**src/rtl/tmr_pkg.sv**
```systemverilog
// Shared types and helpers for the counter/watchdog block.
// Assumes a 3-bit divide code and an 8-bit divider.
package tmr_pkg;

    localparam int PS_W  = 3;
    localparam int PSC_W = 1 << PS_W;

    // Mode fields, packed so that bit order matches the register layout.
    typedef struct packed {
        logic            src_pin;    // bit 5: 1 = pin edges, 0 = cycle enable
        logic            edge_fall;  // bit 4: 1 = falling edge counts
        logic            to_wdt;     // bit 3: 1 = divider owned by watchdog
        logic [PS_W-1:0] code;       // bits 2:0: divide code
    } tmode_t;

    localparam tmode_t TMODE_RST = '{src_pin: 1'b1, edge_fall: 1'b1,
                                     to_wdt: 1'b1, code: 3'b111};

    // Low-bit mask whose all-ones state marks the last event of one ratio.
    function automatic logic [PSC_W-1:0] div_mask(input logic [PS_W-1:0] code,
                                                  input logic wdt_side);
        logic [PSC_W:0] one;
        logic [PS_W:0]  sh;
        sh  = wdt_side ? {1'b0, code} : ({1'b0, code} + 1'b1);
        one = (PSC_W+1)'(1) << sh;
        return PSC_W'(one - (PSC_W+1)'(1));
    endfunction

endpackage

```
**src/rtl/tmr_pin_edge.sv**
```systemverilog
// Pin synchronizer and edge selector.
// Two flops bring the asynchronous pin into the clock domain and a third
// holds the previous level. A one-cycle event marks the selected edge.
module tmr_pin_edge (
    input  logic clk,
    input  logic rst_n,
    input  logic pin,
    input  logic edge_fall,
    output logic evt
);
    logic s1, s2, s3;

    // Synchronize the pin and keep one cycle of history.
    always_ff @(posedge clk) begin
        if (!rst_n) begin
            s1 <= 1'b0;
            s2 <= 1'b0;
            s3 <= 1'b0;
        end else begin
            s1 <= pin;
            s2 <= s1;
            s3 <= s2;
        end
    end

    // Choose the transition that counts.
    always_comb begin
        evt = edge_fall ? (s3 & ~s2) : (s2 & ~s3);
    end
endmodule

```
**src/rtl/tmr_prescaler.sv**
```systemverilog
// Shared binary divider. It counts advance events and reports a hit on the
// event that completes one ratio, as given by the mask. A clear zeroes the
// count and suppresses any hit in that cycle.
module tmr_prescaler #(
    parameter int W = 8
) (
    input  logic         clk,
    input  logic         rst_n,
    input  logic         clr,
    input  logic         adv,
    input  logic [W-1:0] mask,
    output logic         hit
);
    logic [W-1:0] cnt;

    // Hit when the masked count is all ones on an advance.
    always_comb begin
        hit = adv & ~clr & ((cnt & mask) == mask);
    end

    // Clear or advance the divider count.
    always_ff @(posedge clk) begin
        if (!rst_n) begin
            cnt <= '0;
        end else if (clr) begin
            cnt <= '0;
        end else if (adv) begin
            cnt <= cnt + 1'b1;
        end
    end
endmodule

```
**src/rtl/tmr_wdt_base.sv**
```systemverilog
// Watchdog base period counter. It counts base ticks and flags the tick
// that completes BASE of them. A clear restarts the count, and a clear
// that arrives together with a tick wins.
// Assumes BASE >= 2.
module tmr_wdt_base #(
    parameter int BASE = 16
) (
    input  logic clk,
    input  logic rst_n,
    input  logic clr,
    input  logic tick,
    output logic period_end
);
    localparam int W = (BASE > 2) ? $clog2(BASE) : 1;
    localparam logic [W-1:0] LAST = W'(BASE - 1);

    logic [W-1:0] cnt;

    // Flag the tick that completes one base period.
    always_comb begin
        period_end = tick & ~clr & (cnt == LAST);
    end

    // Count base ticks, wrapping at the end of the period.
    always_ff @(posedge clk) begin
        if (!rst_n) begin
            cnt <= '0;
        end else if (clr) begin
            cnt <= '0;
        end else if (tick) begin
            cnt <= (cnt == LAST) ? '0 : cnt + 1'b1;
        end
    end
endmodule

```
**src/rtl/tmr_counter.sv**
```systemverilog
// Loadable up-counter with a wrap pulse. A write takes priority over an
// increment. The wrap pulse is registered, so it is high in the cycle in
// which the counter first reads zero.
module tmr_counter #(
    parameter int W = 8
) (
    input  logic         clk,
    input  logic         rst_n,
    input  logic         we,
    input  logic [W-1:0] wdata,
    input  logic         inc,
    output logic [W-1:0] q,
    output logic         ovf
);
    // Load, increment and flag the wrap.
    always_ff @(posedge clk) begin
        if (!rst_n) begin
            q   <= '0;
            ovf <= 1'b0;
        end else if (we) begin
            q   <= wdata;
            ovf <= 1'b0;
        end else begin
            ovf <= inc & (&q);
            if (inc) begin
                q <= q + 1'b1;
            end
        end
    end
endmodule

```
**src/rtl/tmr_wdt_core.sv**
```systemverilog
// Counter and watchdog with one shared divider.
// A mode register routes the divider to the counter or to the watchdog and
// selects the counter source and the pin edge. Timeouts are registered
// one-cycle pulses. All strobes are one cycle wide and synchronous to clk.
module tmr_wdt_core #(
    parameter int CNT_W    = 8,
    parameter int WDT_BASE = 16
) (
    input  logic             clk,
    input  logic             rst_n,
    input  logic             cyc_en,
    input  logic             ext_pin,
    input  logic             mode_we,
    input  logic [7:0]       mode_wdata,
    output logic [7:0]       mode_q,
    input  logic             cnt_we,
    input  logic [CNT_W-1:0] cnt_wdata,
    output logic [CNT_W-1:0] cnt_q,
    output logic             cnt_ovf,
    input  logic             wdt_clr,
    input  logic             wdt_tick,
    output logic             wdt_to
);
    import tmr_pkg::*;

    localparam int MODE_W = $bits(tmode_t);

    tmode_t             mode;
    logic               pin_evt;
    logic               cnt_evt;
    logic               base_end;
    logic               psc_clr;
    logic               psc_adv;
    logic               psc_hit;
    logic [PSC_W-1:0]   psc_mask;
    logic               cnt_inc;

    // Mode register with its reset default.
    always_ff @(posedge clk) begin
        if (!rst_n) begin
            mode <= TMODE_RST;
        end else if (mode_we) begin
            mode <= tmode_t'(mode_wdata[MODE_W-1:0]);
        end
    end

    // Read-back with the unused upper bits at zero.
    always_comb begin
        mode_q = {{(8-MODE_W){1'b0}}, mode};
    end

    tmr_pin_edge u_pin (
        .clk       (clk),
        .rst_n     (rst_n),
        .pin       (ext_pin),
        .edge_fall (mode.edge_fall),
        .evt       (pin_evt)
    );

    tmr_wdt_base #(.BASE(WDT_BASE)) u_base (
        .clk        (clk),
        .rst_n      (rst_n),
        .clr        (wdt_clr),
        .tick       (wdt_tick),
        .period_end (base_end)
    );

    // Route events and clears to the divider according to its owner.
    always_comb begin
        cnt_evt  = mode.src_pin ? pin_evt : cyc_en;
        psc_mask = div_mask(mode.code, mode.to_wdt);
        psc_adv  = mode.to_wdt ? base_end : cnt_evt;
        psc_clr  = cnt_we | (wdt_clr & mode.to_wdt);
        cnt_inc  = mode.to_wdt ? cnt_evt : psc_hit;
    end

    tmr_prescaler #(.W(PSC_W)) u_psc (
        .clk   (clk),
        .rst_n (rst_n),
        .clr   (psc_clr),
        .adv   (psc_adv),
        .mask  (psc_mask),
        .hit   (psc_hit)
    );

    tmr_counter #(.W(CNT_W)) u_cnt (
        .clk   (clk),
        .rst_n (rst_n),
        .we    (cnt_we),
        .wdata (cnt_wdata),
        .inc   (cnt_inc),
        .q     (cnt_q),
        .ovf   (cnt_ovf)
    );

    // Register the timeout: every base period, or every divided period.
    always_ff @(posedge clk) begin
        if (!rst_n) begin
            wdt_to <= 1'b0;
        end else begin
            wdt_to <= base_end & (mode.to_wdt ? psc_hit : 1'b1);
        end
    end
endmodule

```
**config.mk**
```make
export PLATFORM = sky130hd
export DESIGN_NAME = tmr_wdt_core
export DESIGN_NICKNAME = d
export VERILOG_FILES = /design/src/rtl/tmr_pkg.sv /design/src/rtl/tmr_pin_edge.sv /design/src/rtl/tmr_prescaler.sv /design/src/rtl/tmr_wdt_base.sv /design/src/rtl/tmr_counter.sv /design/src/rtl/tmr_wdt_core.sv
export SDC_FILE = /design/constraint.sdc
export NUM_CORES = 1
export LEC_CHECK = 0
export ABC_AREA = 1
export CAP_MARGIN = 10
export CELL_PAD_IN_SITES_DETAIL_PLACEMENT = 1
export CELL_PAD_IN_SITES_GLOBAL_PLACEMENT = 2
export CORE_MARGIN = 5
export CORE_UTILIZATION = 29
export DETAILED_ROUTE_END_ITERATION = 12
export GPL_TIMING_DRIVEN = 1
export PLACE_DENSITY_LB_ADDON = 0.3
export SYNTH_ARGS = -nofsm -noshare
export SYNTH_HDL_FRONTEND = slang
export SYNTH_HIERARCHICAL = 1
export SYNTH_SLANG_ARGS = --single-unit
```
**constraint.sdc**
```tcl
create_clock -name clk -period 5.5 [get_ports clk]
set_clock_uncertainty 0.2 [all_clocks]
set_input_delay 1.375 -clock clk [delete_from_list [all_inputs] [get_ports clk]]
set_output_delay 1.375 -clock clk [all_outputs]
set_load 0.1 [all_outputs]
```
==> metrics.cfg, run 1 <==
[worst_setup_path]
cp_cell_sequence = clkdlybuf4s50_1, nand4_1, nor2_1, nand2_1, o21ai_0, o21ai_0, nor2_1, nand2_1, nor2_1, nand2_1, o21ai_0, inv_2, nor2_8, a22oi_1, nand2_1, nand2_1, inv_1
critPathMaxFanout = 9
reg2reg_depth = 20
crit_family = simple AND/OR/NAND/NOR gates
cp_common_cell = nand2_1
critPathSlowestCell = clkdlybuf4s50_1
crit_arrival_ns = 3.90
critPathBufInv = 3
slowest_delay_ns = 0.59
timing_worst_setup_path_type = in2reg
worstPathRequired_ns = 5.53
worst-path-stages = 17
critPathCaptureType = register
start_kind = input pin

[timing]
finalCritPeriodShare_pct = 70.32
setup_viol_count_final = 0
layout_setup_ws_ns = 1.633
max_freq_mhz = 258.6
tightestPinTransition_ns = 0.9934
finalCriticalPeriod_ns = 3.867
hold_violations = 0
slew_viol_final = 0
tns_ns = 0
rsz0062_at_grt = false
timing.slew.headroom_pct = 33.57

[logic_synthesis]
synth-seq-cells = 31
syn_area_sq_mm = 0.001804
synth_area_leaders = dfxtp_1 (34%), nand2_1 (15%), inv_1 (7.7%), nand3_1 (6.1%), a21oi_1 (5.0%)
netlist.area_leader.share_pct = 34.40
synth-edff-count = 0
synth.distinct_cells = 31
ys.flop_type = dfxtp_1
yosysWarnings = 6
synthArstFlopShare_pct = 0
synthMostInstantiatedCell = nand2_1
synthCells = 266
yosysTopAreaCell = dfxtp_1
synthTopCellsByCount = nand2_1 (71), inv_1 (37), dfxtp_1 (31)
synth_area_per_cell_sq_um = 6.783
yosysSeqAreaShare_pct = 34.40

[route]
wl_met1_mm = 2.255
top_layer = met4
vias = 1771
drt-total-wl_mm = 4.545
wl_met2_mm = 1.976
drtIter0Drc = 25
met3WireLength_microns = 286
avgRoutedWirePerCell_microns = 11.90
drtAntennaViolNets = 0
vias_per_cell = 4.636
first_pass_iters = 4
drc = 0

[clocking]
cts_tree = built
cts_hold_buf = 0
cts_root_buf = clkbuf_8
cts_buffer_depth = 2
clkLatencyLatePin_ns = 0.28
cts_made_buffers = 5
cts_resized = 0
post_cts_buffers = 0
cts-htree-levels = 2
clk_pin_slew_worst_paths_ns = 0.07
cts_sinks = 31

[die]
core_area_sq_mm = 0.005991
initial_core_util_pct = 30.12
die_height_microns = 88.88
dieArea_sq_mm = 0.007899
io_pins = 42
core.rowCount = 28
die_x_microns = 88.88

[power_and_ir_drop]
powerDensity_mw_per_mm2 = 245.1
p_leak_nw = 0.9870
vdd_drop_max_v = 0.0001063

[outcome]
outcome = finished, final reports clean

[global_route]
grt_max_degree = 14
grt_use_total_pct = 12.85
grt_pass1_wl_mm = 8.010
grt_overflow = 0
antenna_found_initial = 0
grt_pass1_vias = 1817

[finish]
fin_cells = 382
antenna_cells = 0
syn_to_final_growth_pct = 28.92
n_fill_cell = 777
final_area_sq_mm = 0.002326
nets = 335
drive_above_1_share_pct = 8.795

[placed_design]
dp.cells = 374
dpl_worst_slack_ns = 1.316
io_buffers = 37
placed_area_sq_mm = 0.002241
dp_hpwl_mm = 3.527
routabilityCongestion = 0.7674

[job]
maxCapViolCount = 0

[hold_path]
min_path_cells = 2
hold_path.class = reg2reg

==> final timing paths <==
kind	startpoint	end	slack (ns)
worst max register to register	mode_q[1]$_SDFFE_PN1P_	u_cnt/q[0]$_SDFFE_PN0P_	2.43
worst min-delay path	u_pin/s1$_SDFF_PN0_	u_pin/s2$_SDFF_PN0_	0.22
worst max-delay path	wdt_tick	u_cnt/q[0]$_SDFFE_PN0P_	1.63
worst min register to register	u_pin/s1$_SDFF_PN0_	u_pin/s2$_SDFF_PN0_	0.22
==> metrics by stage <==
step	hold slack (ns)	total power [mW]	util, %
floorplan	0.1900	0.3563	-
global placement	0.1929	0.3979	37.41
detailed placement	0.2120	0.3993	37.41
CTS	0.2311	0.5814	38.83
global route	0.2668	0.6061	38.83
finish	0.2221	0.5702	38.83
==> kinds of logic (layout without fill, tap and decap cells) <==
family                   after synthesis  in the layout  share of synthesized area [%]
AND/OR/NAND/NOR                      141            141                          37.45
buffers and inverters                 45             85                          10.05
AO/OA/AOI/OAI                         39             39                          12.41
flip-flops                            31             31                          34.40
adder cells (fa/ha/maj)                5              5                          3.467
XOR/XNOR                               3              3                          1.457
other                                  1              2                         0.2078
multiplexers                           1              1                         0.5548
==> report_power, final <==
group	internal (mW)	switching, mW
Clock	0.0884	0.0891
Combinational	0.0470	0.101
Sequential	0.233	0.0116
Total	0.368	0.202
==> layer usage <==
layer	up-vias	track usage [%]
li1	925	-
met1	806	16.62
met2	37	20.51
met3	3	4.004
met4	0	3.709
met5	-	0
==> state kept, by name, indices dropped and copies added, names as in the netlist <==
name,flops
mode_q,6
u_base/cnt,4
u_cnt/ovf,1
u_cnt/q,8
u_pin/s1,1
u_pin/s2,1
u_pin/s3,1
u_psc/cnt,8
wdt_to,1
==> placed cells by master (no fill, tap or decap), types with 7 or more instances in the layout <==
cell type / netlist / layout
a21oi_1: 18 / 18
clkdlybuf4s50_1: 0 / 37
dfxtp_1: 31 / 31
inv_1: 37 / 37
nand2_1: 71 / 71
nand3_1: 22 / 22
nand4_1: 7 / 7
nor2_1: 23 / 23
o21ai_0: 10 / 10
==> worst register-to-register path, stage by stage, from the launching register on <==
cell	delay, ns
dfxtp_1	0.47
ha_1	0.30
nand2_2	0.07
nand2_2	0.08
nor2_1	0.17
nand2_1	0.10
ha_1	0.25
xnor2_1	0.15
nand2_1	0.07
nand2_1	0.04
nor2_1	0.08
nand2_1	0.06
nor2_1	0.13
nand2_1	0.06
o21ai_0	0.19
inv_2	0.12
nor2_8	0.18
a22oi_1	0.10
nand2_1	0.10
nand2_1	0.05
inv_1	0.06
==> layout make-up <==
class	instances	area [sq um]	share of cell area (%)
timing repair buffer	37	370.4	15.92
multi-input combinational	191	1006	43.25
tap	75	93.84	4.034
sequential	31	620.6	26.68
clock inverter	2	12.51	0.5379
clock buffer	6	72.57	3.120
inverter	40	150.1	6.455
No activity file was read; power rests on OpenSTA's default activity.
==> run 2, diff against run 1 <==
--- a/config.mk
+++ b/config.mk
@@ -10,7 +10,7 @@
 export CELL_PAD_IN_SITES_DETAIL_PLACEMENT = 1
 export CELL_PAD_IN_SITES_GLOBAL_PLACEMENT = 2
 export CORE_MARGIN = 5
-export CORE_UTILIZATION = 29
+export CORE_UTILIZATION = 27
 export DETAILED_ROUTE_END_ITERATION = 12
 export GPL_TIMING_DRIVEN = 1
 export PLACE_DENSITY_LB_ADDON = 0.3
==> constraint.sdc (replaced) <==
create_clock -name clk -period 3.7 [get_ports clk]
set_clock_uncertainty 0.2 [all_clocks]
set_input_delay 0.925 -clock clk [delete_from_list [all_inputs] [get_ports clk]]
set_output_delay 0.925 -clock clk [all_outputs]
set_load 0.1 [all_outputs]
==> metrics.cfg, run 2 (synthesis results as in run 1) <==
[outcome]
outcome = finished, final reports clean

[die]
die_height_microns = 91.75  ; +3.2%
die_x_microns = 91.75  ; +3.2%
initial_core_util_pct = 28.09  ; -2.0 points
io_pins = 42  ; unchanged
core_area_sq_mm = 0.006422  ; +7.2%
dieArea_sq_mm = 0.008417  ; +6.6%
core.rowCount = 29  ; +3.6%

[worst_setup_path]
crit_arrival_ns = 3.04  ; -0.86 ns
worst_r2r_startpoint = mode_q[1]$_SDFFE_PN1P_
critPathBufInv = 2  ; -1
r2r_setup_slack_ns = 0.68  ; -1.75 ns
critPathCaptureType = register
critPathSlowestCell = dfxtp_1
rr_endpoint = u_cnt/q[7]$_SDFFE_PN0P_
crit_family = simple AND/OR/NAND/NOR gates
critPathMaxFanout = 8  ; -1
reg2reg_depth = 19  ; -5.0%
slowest_delay_ns = 0.47  ; -0.12 ns
cp_common_cell = nand2_1
timing_worst_setup_path_type = reg2reg
start_kind = register
cp_cell_sequence = ha_1, nand2_1, nand2_1, nand2_2, nor2_4, nand3_1, ha_1, nand4_1, inv_1, a21oi_1, nand2_1, nand4_1, nor2_1, nand2_1, o21ai_0, buf_4, nor2_4, a22oi_1, a21oi_2
worstPathRequired_ns = 3.72  ; -1.81 ns

[timing]
finalCritPeriodShare_pct = 81.52
hold_violations = 0  ; unchanged
tns_ns = 0  ; unchanged
rsz0062_at_grt = false
finalCriticalPeriod_ns = 3.016
slew_viol_final = 0  ; unchanged
setup_viol_count_final = 0  ; unchanged
max_freq_mhz = 331.6
timing.hold.ws_ns = 0.2141  ; -0.007985 ns

[clocking]
cts_buffer_depth = 2  ; unchanged
cts_hold_buf = 0  ; unchanged
clk_pin_slew_worst_paths_ns = 0.07  ; about the same
cts_sinks = 31  ; unchanged
cts_made_buffers = 5  ; unchanged
cts_root_buf = clkbuf_8
clkLatencyLatePin_ns = 0.28  ; about the same
post_cts_buffers = 0  ; unchanged
cts-htree-levels = 2  ; unchanged
cts_tree = built
cts_resized = 0  ; unchanged

[route]
drc = 0  ; unchanged
drt-total-wl_mm = 4.760  ; +4.7%
drtAntennaViolNets = 0  ; unchanged
avgRoutedWirePerCell_microns = 12.24  ; +2.8%
vias = 1782  ; +0.62%
first_pass_iters = 4  ; unchanged
drtIter0Drc = 36  ; +44%
vias_per_cell = 4.581  ; -1.2%

[power_and_ir_drop]
powerDensity_mw_per_mm2 = 378.1  ; +54%
p_total_uw = 885.2  ; +55%
p_leak_nw = 1.042  ; +5.5%
vdd_drop_max_v = 0.0001833  ; +73%

[hold_path]
holdPathEnd = u_pin/s2$_SDFF_PN0_
min_path_cells = 2  ; unchanged
hold_path.class = reg2reg
hp-start = u_pin/s1$_SDFF_PN0_

[placed_design]
routabilityCongestion = 0.7054  ; -8.1%
dp_hpwl_mm = 3.725  ; +5.6%
io_buffers = 37  ; unchanged
placed_area_sq_mm = 0.002241  ; unchanged

[global_route]
antenna_found_initial = 0  ; unchanged
grt_max_degree = 11  ; -3
grt_use_total_pct = 11.96  ; -0.88 points
grt_pass1_wl_mm = 8.307  ; +3.7%
grt_pass1_vias = 1817  ; unchanged
grt_overflow = 0  ; unchanged

[finish]
syn_to_final_growth_pct = 29.75
nets = 340  ; +1.5%
drive_above_1_share_pct = 15.38  ; +6.6 points
final_area_sq_mm = 0.002341  ; +0.65%
final_common_cell = nand2_1
final_cell_mix = nand2_1 (71), inv_1 (37), dfxtp_1 (31), nor2_1 (23), nand3_1 (22)
antenna_cells = 0  ; unchanged

[job]
maxCapViolCount = 0  ; unchanged

## run 2: cell count changes in the layout (fill, tap and decap cells not counted), sizes merged
cell,change
clkinvlp,-1
clkdlybuf4s50,-16
clkbuf,+2
buf,+21
clkinv,-1
## run 2: metal layers
layer  up-vias  track usage (%)  share of wire, %
met4         0            3.713               1.2
li1        938                -                 -
met3         5            3.437               5.1
met2        32            18.08                43
met1       807            16.44                50
met5         -                0                 0
## run 2: per-stage QoR
step | utilization, % | instances | setup WS [ns]
6_report | 36.45 | 389 | 0.6839
5_1_grt | 36.45 | 389 | 0.3164
2_1_floorplan | - | 267 | 0.2432
3_3_place_gp | 34.89 | 381 | 0.4361
4_1_cts | 36.45 | 389 | 0.6492
3_5_place_dp | 34.89 | 381 | 0.4117
## run 2: how the worst max path moves through the flow
stage / start / to / slack (ns) / cells past startpoint
final: mode_q[1]$_SDFFE_PN1P_ / u_cnt/q[7]$_SDFFE_PN0P_ / 0.68 / 19
after global routing: mode_q[1]$_SDFFE_PN1P_ / u_cnt/q[1]$_SDFFE_PN0P_ / 0.32 / 21
after CTS: mode_q[1]$_SDFFE_PN1P_ / u_cnt/q[7]$_SDFFE_PN0P_ / 0.65 / 19
after detailed placement: wdt_tick / u_cnt/q[2]$_SDFFE_PN0P_ / 0.41 / 15
after global placement: wdt_tick / u_cnt/q[2]$_SDFFE_PN0P_ / 0.44 / 15
after floorplan: mode_q[1]$_SDFFE_PN1P_ / u_cnt/ovf$_SDFF_PP0_ / 0.24 / 19
## run 2: area by class of cell
type | count | area, sq um
fillers | 821 | 4081
multi-input cells | 191 | 1006
flip-flops and latches | 31 | 620.6
repair buffers | 42 | 367.9
inverters | 40 | 150.1
clock buffers | 8 | 100.1
well taps | 77 | 96.34
## run 2: power breakdown
part | internal, mW | switching (mW) | total, mW
registers | 0.346 | 0.0176 | 0.363
clock network | 0.170 | 0.130 | 0.299
logic | 0.0699 | 0.152 | 0.222
## run 2: worst register-to-register path: stages (launching register included)
cell	delay (ns)
dfxtp_1	0.47
ha_1	0.24
nand2_1	0.06
nand2_1	0.09
nand2_2	0.10
nor2_4	0.12
nand3_1	0.08
ha_1	0.26
nand4_1	0.11
inv_1	0.05
a21oi_1	0.11
nand2_1	0.07
nand4_1	0.11
nor2_1	0.07
nand2_1	0.06
o21ai_0	0.12
buf_4	0.17
nor2_4	0.21
a22oi_1	0.12
a21oi_2	0.14
==> run 3, diff against run 2 <==
==> constraint.sdc (replaced) <==
create_clock -name clk -period 3.11 [get_ports clk]
set_clock_uncertainty 0.2 [all_clocks]
set_input_delay 0.7775 -clock clk [delete_from_list [all_inputs] [get_ports clk]]
set_output_delay 0.7775 -clock clk [all_outputs]
set_load 0.1 [all_outputs]
==> metrics.cfg, run 3 (synthesis results as in run 1) <==
[global_route]
grt_overflow = 0  ; unchanged
grt_busiest_layer = met2
grtUsageMet2_pct = 19.42  ; +1.3 points
grt_use_met3_pct = 3.355  ; -0.082 points
grt_max_degree = 11  ; unchanged
antenna_found_initial = 0  ; unchanged
grt_pass1_vias = 1866  ; +2.7%
grt_util_met1_pct = 15.85  ; -0.59 points
grt_pass1_wl_mm = 8.355  ; +0.58%
grt_use_total_pct = 12.06  ; +0.10 points

[worst_setup_path]
critPathMaxFanout = 8  ; unchanged
critPathSlowestCell = dfxtp_4
timing_worst_setup_path_type = reg2reg
cp_common_cell = nand2_1
cp_cell_sequence = ha_1, nand2_1, nand2_1, nand2_2, nor2_4, nand3_1, ha_2, nand4_1, inv_1, a21oi_2, nand2_1, nand4_1, nor2_1, nand2_1, o21ai_1, buf_4, nor2_4, a22oi_1, a21oi_2
slowest_delay_ns = 0.38  ; -0.09 ns
start_kind = register
crit_family = simple AND/OR/NAND/NOR gates
worstPathRequired_ns = 3.13  ; -0.59 ns
critPathCaptureType = register
critPathBufInv = 2  ; unchanged
crit_arrival_ns = 2.85  ; -0.19 ns

[timing]
rsz0062_at_grt = false
max_freq_mhz = 352.3  ; +6.3%
hold_violations = 0  ; unchanged
slew_viol_final = 0  ; unchanged
setup_viol_count_final = 0  ; unchanged
finalCriticalPeriod_ns = 2.838  ; -0.1777 ns
finalCritPeriodShare_pct = 91.27  ; +9.8 points
layout_setup_ws_ns = 0.2716  ; -0.4123 ns

[finish]
antenna_cells = 0  ; unchanged
final_area_sq_mm = 0.002379  ; +1.6%
final_cell_mix = nand2_1 (71), inv_1 (37), dfxtp_1 (27), buf_4 (23), nand3_1 (22)
final_core_util_pct = 37.03  ; +0.58 points
drive_above_1_share_pct = 18.79  ; +3.4 points
final_common_cell = nand2_1
nets = 342  ; +0.59%
syn_to_final_growth_pct = 31.83

[clocking]
clk_pin_slew_worst_paths_ns = 0.07  ; about the same
cts_root_buf = clkbuf_8
clkLatencyLatePin_ns = 0.28  ; about the same
cts_buffer_depth = 2  ; unchanged
cts_made_buffers = 5  ; unchanged
cts_sinks = 31  ; unchanged
cts_tree = built
post_cts_buffers = 0  ; unchanged
cts-htree-levels = 2  ; unchanged

[placed_design]
placed_area_sq_mm = 0.002261  ; +0.89%
io_buffers = 37  ; unchanged
dpl_worst_slack_ns = -0.01532  ; -0.4270 ns
dp_hpwl_mm = 3.776  ; +1.4%
routabilityCongestion = 0.7540  ; +6.9%

[route]
drc = 0  ; unchanged
vias_per_cell = 4.583  ; about the same
drtAntennaViolNets = 0  ; unchanged
drt-total-wl_mm = 4.844  ; +1.8%
drtIter0Drc = 47  ; +31%
vias = 1792  ; +0.56%
first_pass_iters = 4  ; unchanged
avgRoutedWirePerCell_microns = 12.39  ; +1.2%

[power_and_ir_drop]
powerDensity_mw_per_mm2 = 448.5  ; +19%
vdd_drop_max_v = 0.0002130  ; +16%
p_leak_nw = 1.049  ; +0.66%

[die]
die_height_microns = 91.75  ; unchanged
die_x_microns = 91.75  ; unchanged
core.rowCount = 29  ; unchanged
io_pins = 42  ; unchanged
initial_core_util_pct = 28.09  ; unchanged
dieArea_sq_mm = 0.008417  ; unchanged
core_area_sq_mm = 0.006422  ; unchanged

[hold_path]
hold_path.class = reg2reg

[job]
maxCapViolCount = 0  ; unchanged

[outcome]
outcome = finished, final reports clean

[run 3: cell types whose count changed in the layout (fill, tap and decap cells not counted), moves of 2 or more]
cell,change
dfxtp_1,-4
dfxtp_2,+3
buf_4,+2
nor2_1,-2
nor2_2,+2
[run 3: cell type report]
class                   instances  area [sq um]
flip-flops and latches         31         628.1
repair buffers                 44         382.9
clock buffers                   7         96.34
well taps                      77         96.34
multi-input cells             191          1017
inverters                      40         150.1
fillers                       811          4044
clock inverters                 1         7.507
[run 3: timing repair]
item / in CTS / in global routing
resized for setup: 0 / 6
setup endpoints to repair: 0 / 9
hold buffers: 0 / 0
[run 3: worst register-to-register path, stage by stage (launching register included)]
cell     delay, ns
dfxtp_4       0.38
ha_1          0.20
nand2_1       0.06
nand2_1       0.09
nand2_2       0.10
nor2_4        0.12
nand3_1       0.09
ha_2          0.22
nand4_1       0.09
inv_1         0.05
a21oi_2       0.11
nand2_1       0.06
nand4_1       0.11
nor2_1        0.08
nand2_1       0.06
o21ai_1       0.10
buf_4         0.16
nor2_4        0.22
a22oi_1       0.12
a21oi_2       0.15
[run 3: final timing paths]
check	start	end	slack (ns)	depth (start not counted)
min reg2reg	u_pin/s1$_SDFF_PN0_	u_pin/s2$_SDFF_PN0_	0.22	2
min	u_pin/s1$_SDFF_PN0_	u_pin/s2$_SDFF_PN0_	0.22	2
max	mode_q[0]$_SDFFE_PN1P_	u_cnt/q[7]$_SDFFE_PN0P_	0.27	19
max reg2reg	mode_q[0]$_SDFFE_PN1P_	u_cnt/q[7]$_SDFFE_PN0P_	0.27	19
[run 3: power breakdown]
| group | leakage, nW | internal (mW) | switching (mW) | total [mW] |
|---|---|---|---|---|
| Sequential | 0.253 | 0.412 | 0.0176 | 0.429 |
| Clock | 0.0505 | 0.201 | 0.162 | 0.363 |
| Combinational | 0.745 | 0.0870 | 0.187 | 0.274 |
| Total | 1.05 | 0.700 | 0.367 | 1.07 |
[run 3: per-stage QoR]
step | TNS, ns | hold slack, ns | instances | power (mW)
after CTS | 0 | 0.2283 | 391 | 1.090
after global routing | 0 | 0.2660 | 391 | 1.133
after global placement | 0 | 0.1950 | 383 | 0.7096
after floorplan | 0 | 0.1900 | 267 | 0.6310
after detailed placement | -0.02091 | 0.2116 | 383 | 0.7127
final | 0 | 0.2205 | 391 | 1.067
[run 3: layer usage]
metal | up-vias | share of wire [%]
li1 | 944 | -
met4 | 0 | 0.66
met1 | 812 | 51
met2 | 34 | 44
met3 | 2 | 4.7
met5 | - | 0
